[src/rtl/win_watchdog.sv]
module win_watchdog #(
  parameter int PRESCALE = 12288,
  parameter int RST_CYC  = 64
) (
  input  logic       clk,
  input  logic       rst_n,
  input  logic       ctrl_we,
  input  logic [7:0] ctrl_wdata,
  input  logic       win_we,
  input  logic [6:0] win_wdata,
  output logic [6:0] cnt_o,
  output logic       wdg_rst_o
);
  localparam int PW = (PRESCALE > 1) ? $clog2(PRESCALE) : 1;
  localparam int CW = $clog2(RST_CYC + 1);
  localparam logic [PW-1:0] PRE_LAST = PW'(PRESCALE - 1);
  localparam logic [6:0] CNT_INIT = 7'h7F;

  logic          en_q;
  logic [6:0]    cnt_q, win_q;
  logic [PW-1:0] pre_q;
  logic [CW-1:0] pulse_q;

  wire busy     = pulse_q != '0;
  wire tick     = en_q && (pre_q == PRE_LAST);
  wire en_next  = en_q | ctrl_wdata[7];
  wire early    = ctrl_we && en_q && (cnt_q > win_q);
  wire bad_load = ctrl_we && en_next && !ctrl_wdata[6];
  wire expire   = tick && !ctrl_we && (cnt_q == 7'h40);
  wire fire     = !busy && (early || bad_load || expire);

  always_ff @(posedge clk or negedge rst_n) begin
    if (!rst_n) begin
      en_q    <= 1'b0;
      cnt_q   <= CNT_INIT;
      win_q   <= CNT_INIT;
      pre_q   <= '0;
      pulse_q <= '0;
    end else if (fire) begin
      en_q    <= 1'b0;
      cnt_q   <= CNT_INIT;
      win_q   <= CNT_INIT;
      pre_q   <= '0;
      pulse_q <= CW'(RST_CYC);
    end else if (busy) begin
      pulse_q <= pulse_q - 1'b1;
    end else begin
      if (win_we) win_q <= win_wdata;
      if (ctrl_we) begin
        en_q  <= en_next;
        cnt_q <= ctrl_wdata[6:0];
        pre_q <= '0;
      end else if (en_q) begin
        pre_q <= tick ? '0 : pre_q + 1'b1;
        if (tick) cnt_q <= cnt_q - 1'b1;
      end
    end
  end

  assign cnt_o     = cnt_q;
  assign wdg_rst_o = busy;
endmodule

[config.mk]
export PLATFORM = sky130hd
export DESIGN_NAME = win_watchdog
export DESIGN_NICKNAME = d
export VERILOG_FILES = /design/src/rtl/win_watchdog.sv
export SDC_FILE = /design/constraint.sdc
export NUM_CORES = 1
export LEC_CHECK = 0
export CELL_PAD_IN_SITES_DETAIL_PLACEMENT = 2
export CELL_PAD_IN_SITES_GLOBAL_PLACEMENT = 2
export CORE_MARGIN = 3
export CORE_UTILIZATION = 35
export CTS_CLUSTER_DIAMETER = 80
export DETAILED_ROUTE_END_ITERATION = 6
export PLACE_DENSITY_LB_ADDON = 0.1
export SYNTH_ARGS = -nofsm -noshare
export SYNTH_HDL_FRONTEND = slang
export SYNTH_SLANG_ARGS = --single-unit
[constraint.sdc]
create_clock -name clk -period 2.2 [get_ports clk]
set_input_delay 0.66 -clock clk [delete_from_list [all_inputs] [get_ports clk]]
set_output_delay 0.66 -clock clk [all_outputs]
set_load 0.01 [all_outputs]
# Word level (Yosys, flattened, before mapping)
# Cells that the tools add are included.
dict set report totals {
  reg_bits 36
  output_inout_bits 8
}
dict set report classes {
  magnitude_cmp 1
  n_addsub 3
  n_eq_ne 3
  n_mux 18
  bitwise_logic 1
  reduce_logical 23
}
# cell count
set ops {}
lappend ops {{$mux W14} 5}
lappend ops {{$mux W7} 10}
lappend ops {{$add A14 B1 Y14 const B} 1}
lappend ops {{$eq A14 B14 Y1 const B} 1}
lappend ops {{$sub A7 B1 Y7 const B} 2}
lappend ops {{$logic_and A1 B1 Y1} 8}
lappend ops {{$eq A7 B7 Y1 const B} 1}
lappend ops {{$gt A7 B7 Y1} 1}
lappend ops {{$reduce_bool A7 Y1} 1}
lappend ops {{$reduce_and A2 Y1} 3}
lappend ops {{$reduce_bool A2 Y1} 3}
lappend ops {{$reduce_bool A3 Y1} 2}
lappend ops {{$logic_not A1 Y1} 3}
lappend ops {{$mux W1} 3}
lappend ops {{$reduce_and A3 Y1} 1}
lappend ops {{$logic_or A1 B1 Y1} 2}
lappend ops {{$ne A2 B1 Y1 const B} 1}
lappend ops {{$or A1 B1 Y1} 1}

# Depth between registers and ports, before layout
dict set report logic_depth {
  depth_word 8
  mapped_depth 9
  mapped_depth_nobuf 8
}

# Least setup slack after synthesis
# OpenSTA, ideal clock, no wires.
dict set report synth_timing {
  path_kind {register -> output}
  start {register pulse_q[0]}
  end {output wdg_rst_o}
  arrival_ns 1.401
  stages_incl_launch_ff 7
  slack_ns 0.139
  required_time_ns 1.540
  n_path_buf 1
  path_cell_list {dfrtp_1 > inv_1 > ha_1 > nor3b_1 > and2_1 > buf_2 > inv_1}
}
dict set report synth_between {
  elab_chain_cells 1
}
# element line_no
set synth_lines {}
lappend synth_lines {{start: declaration} 22} ;# logic [CW-1:0] pulse_q;
lappend synth_lines {{start signal: assignment} 44} ;# pulse_q <= CW'(RST_CYC);
lappend synth_lines {{start signal: assignment} 46} ;# pulse_q <= pulse_q - 1'b1;
lappend synth_lines {{$reduce_bool A7 Y1} 24} ;# wire busy = pulse_q != '0;
lappend synth_lines {{end: declaration} 12} ;# output logic wdg_rst_o
# Every way passes these cells.

# Final worst setup path
dict set report layout_timing {
  start {register cnt_q[1], in the netlist cnt_o[1]}
  end {output cnt_o[1]}
}
# element line_no
set layout_rtl {}
lappend layout_rtl {{start: declaration} 20} ;# logic [6:0] cnt_q, win_q;
lappend layout_rtl {{start signal: assignment} 51} ;# cnt_q <= ctrl_wdata[6:0];
lappend layout_rtl {{start signal: assignment} 55} ;# if (tick) cnt_q <= cnt_q - 1'b1;
lappend layout_rtl {{end: declaration} 11} ;# output logic [6:0] cnt_o,
# No word-level cell between the ends.

==> impl.org <==
** Outcome
- The run finished with clean final reports.

** Global routing
- The number of global-route vias before repair came to ~2400.
- For this run, global-route usage on met1 was measured as about a quarter.
- Overall Global Routing Usage :: about a fifth
- Total congestion overflow :: 0
- GRT met2 Usage :: just under 40%
- First-pass GRT wire length :: ~12000 µm
- Most utilized layer in the global route result :: met2
- In the global route stage, met3 resource usage came out at under 10%.
- Number of antenna violations at the first check in global routing :: 0
- Entering global routing, the biggest net connects 37 pins.

** Final layout
- P&R area growth vs syn :: 34.4%
- Number of diodes :: 0
- Most common library cell in the layout ignoring fill and taps :: buf_4
- Cells fill about half of the core in the end.
- Fraction of layout cells with a size suffix above 1 :: between 20% and 30%
- The layout has roughly 650 filler cells.
- The final layout contains between 300 and 400 nets.
- Leaving out fill and tap cells, the most frequent cells in the layout are buf_4, nand2_1, dfrtp_1.
- Final Instance Area :: 3050 µm²

** Clocking
- Clock tree sinks :: 36
- TritonCTS built the clock tree.
- The clock passes through at most 2 buffers.
- Clock insertion delay at the later pin of the skew report :: between 0.2 and 0.3 ns
- Root Driver :: clkbuf_8
- The H-tree was split into 2 levels.
- Clk pin slew, worst setup/hold paths :: around 0.080 ns
- In this run, CTS created clock tree buffers numbering 5.

** Floorplanning
- Effective utilization at floorplan :: roughly 37%
- Area enclosed by the die boundary :: approximately 7500 µm²
- Die width :: 86.6 µm
- Row cnt :: 28
- Core Box Area :: between 6000 and 7000 µm²
- Number of placed I/O pins :: 27
- Height of the chip :: just under 90 µm

** Power and ir drop
- Sw power :: ~0.00032 W
- In this run the static leakage power is 1.33 nW.
- The design draws about 0.0014 W.
- The internal power of the cells totals around 0.0011 W.
- Combinational share of power :: approximately 9.0%
- Sw Share :: approximately 23%
- Of the total power, registers draw between 40% and 50%.
- Worst vdd rail ir drop :: about 0.24 mV
- The clock network is responsible for a little over two fifths of the overall power.
- Power spread over the standard cell area amounts to around 460 nW/µm².

** Synthesis
- Post-synthesis area per instance :: about 9.5 µm²
- Number of warnings issued by yosys :: 0
- The cell area that synthesis handed to floorplanning was 2270 µm².
- Number of library cell types mapped by synthesis :: 54
- Yosys mapped a number of flops with a built-in enable equal to 0.
- Synth async-reset ratio :: 100%
- Synthesized net count :: 270
- For this run, the leading register cell type out of synthesis is dfrtp_1.
- Sequential fraction of the synthesis area :: roughly 40%
- After synthesis the netlist holds a flip-flop and latch count of 36.
- Synthesis produced 240 cells.

** Routing
- For this run, the detailed router's first-pass iteration total came to 4.
- Detailed Route Iter0 Violations :: 35
- The routed layout has ~2100 vias.
- Drt via density :: 5.59
- Drt total wl :: between 7000 and 8000 µm
- Average detailed-routed wire length per instance :: around 20 µm
- Count of antenna-violating nets left after detailed routing :: 0
- For this run, design rule violations remaining after detail routing come to 0.

** Setup path
- The number of cells on the worst reg-to-reg path is 7.
- The worst setup path is launched from a register.
- The worst setup path is captured at an output port.
- The worst register-to-register path has a setup slack of approximately 0.10 ns.
- Crit path arrival time :: about 1.5 ns
- Worst-path maximum fanout :: 4
- In this run the critical register-to-register path is launched from cnt_o[0].
- In this run the critical register-to-register path is captured at win_q[5].
- Start-to-end type of the worst setup path :: register to output port
- For the worst setup path, the data required time is around 1.5 ns.

** Placed design
- Port buffering added 26 buffers.
- Cell area reported after detailed placement :: around 2800 µm²
- Worst slack at placement :: -0.149 ns
- Half-perimeter wire length after detailed placement :: just over 5000 µm
- Global placement routability congestion :: a little under 0.8

** Timing
- Min Hold Slack :: around 0.4 ns
- The max-slew violation total from the final report is 0.
- Highest clock rate :: 471 MHz
- Final worst path period need :: approximately 2.1 ns
- Setup clock skew after layout :: slightly above 0.009 ns
- Final worst-path cycle share :: between 90% and 100%
- Setup violations remaining at the end of the flow were counted as 0.
- The final-report hold violation count was 0.
- In this run the tightest slew margin relative to its limit is approximately two thirds.
- At the pin with the least slew margin, the transition time is 0.487 ns.
- The worst path meets setup with 0.0764 ns of slack.

** Min path
- The tightest min-delay check is of the input port to asynchronous set/reset pin type.

** Job
- Across the run, the number of max-cap violations was 0.
==> metal layers <==
metal  vias up  wire length (µm)
met5         -                 0
met3         9               152
met2        29              3960
met4         0                95
met1      1087              3250
li1       1006                 -
==> power by group through the flow <==
stage                     sequential, W  combinational (W)  clock [W]
after floorplan                0.000694          0.0000515          0
after global placement         0.000694           0.000119          0
after detailed placement       0.000695           0.000123          0
after CTS                      0.000683           0.000124   0.000607
after global routing           0.000685           0.000140   0.000632
final                          0.000684           0.000127   0.000590
==> cell families (layout without fill, tap and decap cells) <==
kind of cell / Yosys count / count (layout) / synth area share, %
adders and majority gates: 11 / 11 / 6.06
xor gates and xnor gates: 3 / 3 / 1.16
muxes: 4 / 4 / 1.76
and+or+nand+nor: 91 / 91 / 22.5
buffers and inverters: 25 / 91 / 5.62
DFF: 36 / 36 / 40.4
AOI/OAI and AO/OA: 70 / 70 / 22.4
==> final cells by class <==
type | instances | area [µm²] | share of cell area [%]
Multi-Input combinational cell | 179 | 1300 | 42.6
Sequential cell | 36 | 918 | 30.1
Timing Repair Buffer | 67 | 573 | 18.8
Tap cell | 75 | 93.8 | 3.07
Clock buffer | 6 | 72.6 | 2.38
Inverter | 16 | 60.1 | 1.97
Clock inverter | 2 | 35.0 | 1.15
==> state kept, by name, summed over array words and instances, names as in the netlist <==
register,flops
cnt_o,7
pulse_q,7
en_q,1
pre_q,14
win_q,7
==> cells in the mapped netlist (2+ instances only) <==
master,count,area share (%)
buf_6,3,1.5
clkbuf_1,4,0.66
nor3b_1,2,0.66
a31oi_1,8,2.2
a21oi_1,11,2.4
o32ai_1,2,0.77
xor2_1,2,0.77
nor2_1,20,3.3
and2_1,4,1.1
or3_1,4,1.1
dfrtp_1,22,24
and3_1,4,1.1
o22ai_1,3,0.83
o31ai_1,2,0.66
nand3b_1,2,0.66
nand4_1,7,1.9
a22o_1,2,0.77
o22a_1,8,3.1
mux2i_1,4,1.8
o21ai_0,22,4.8
nor3_1,5,1.1
nand3_1,6,1.3
nand2_1,23,3.8
nor4_1,2,0.55
dfstp_2,14,16
ha_1,11,6.1
inv_1,16,2.6
==> critical path, stage by stage, from the launching register on <==
cell,delay (ns)
dfstp_2,0.53
buf_4,0.12
clkdlybuf4s50_1,0.53
==> metrics by stage <==
stage | setup TNS, ns | std cells
finish | 0 | 381
global route | -0.279 | 381
CTS | 0 | 376
detailed placement | -2.46 | 365
global placement | -1.58 | 365
floorplan | 0 | 240
==> worst max path at each step <==
stage / cells past startpoint / start / endpoint / slack [ns]
after floorplan: 6 / pulse_q[0] / wdg_rst_o / 0.14
after global placement: 6 / ctrl_we / win_q[3] / -0.12
after detailed placement: 6 / ctrl_we / win_q[2] / -0.15
after CTS: 7 / cnt_o[0] / win_q[2] / 0.004
after global routing: 7 / cnt_o[0] / win_q[2] / -0.04
final: 2 / cnt_o[1] / cnt_o[1] / 0.08
==> timing repair <==
| action | 4_1_cts | 5_1_grt |
|---|---|---|
| hold buffers | 0 | 0 |
| buffers inserted | 3 | 5 |
| pin swaps | 0 | 6 |
| resized for setup | 14 | 14 |
| endpoints found under the setup margin | 13 | 22 |
Note: power is estimated with default switching activity, not from simulation.
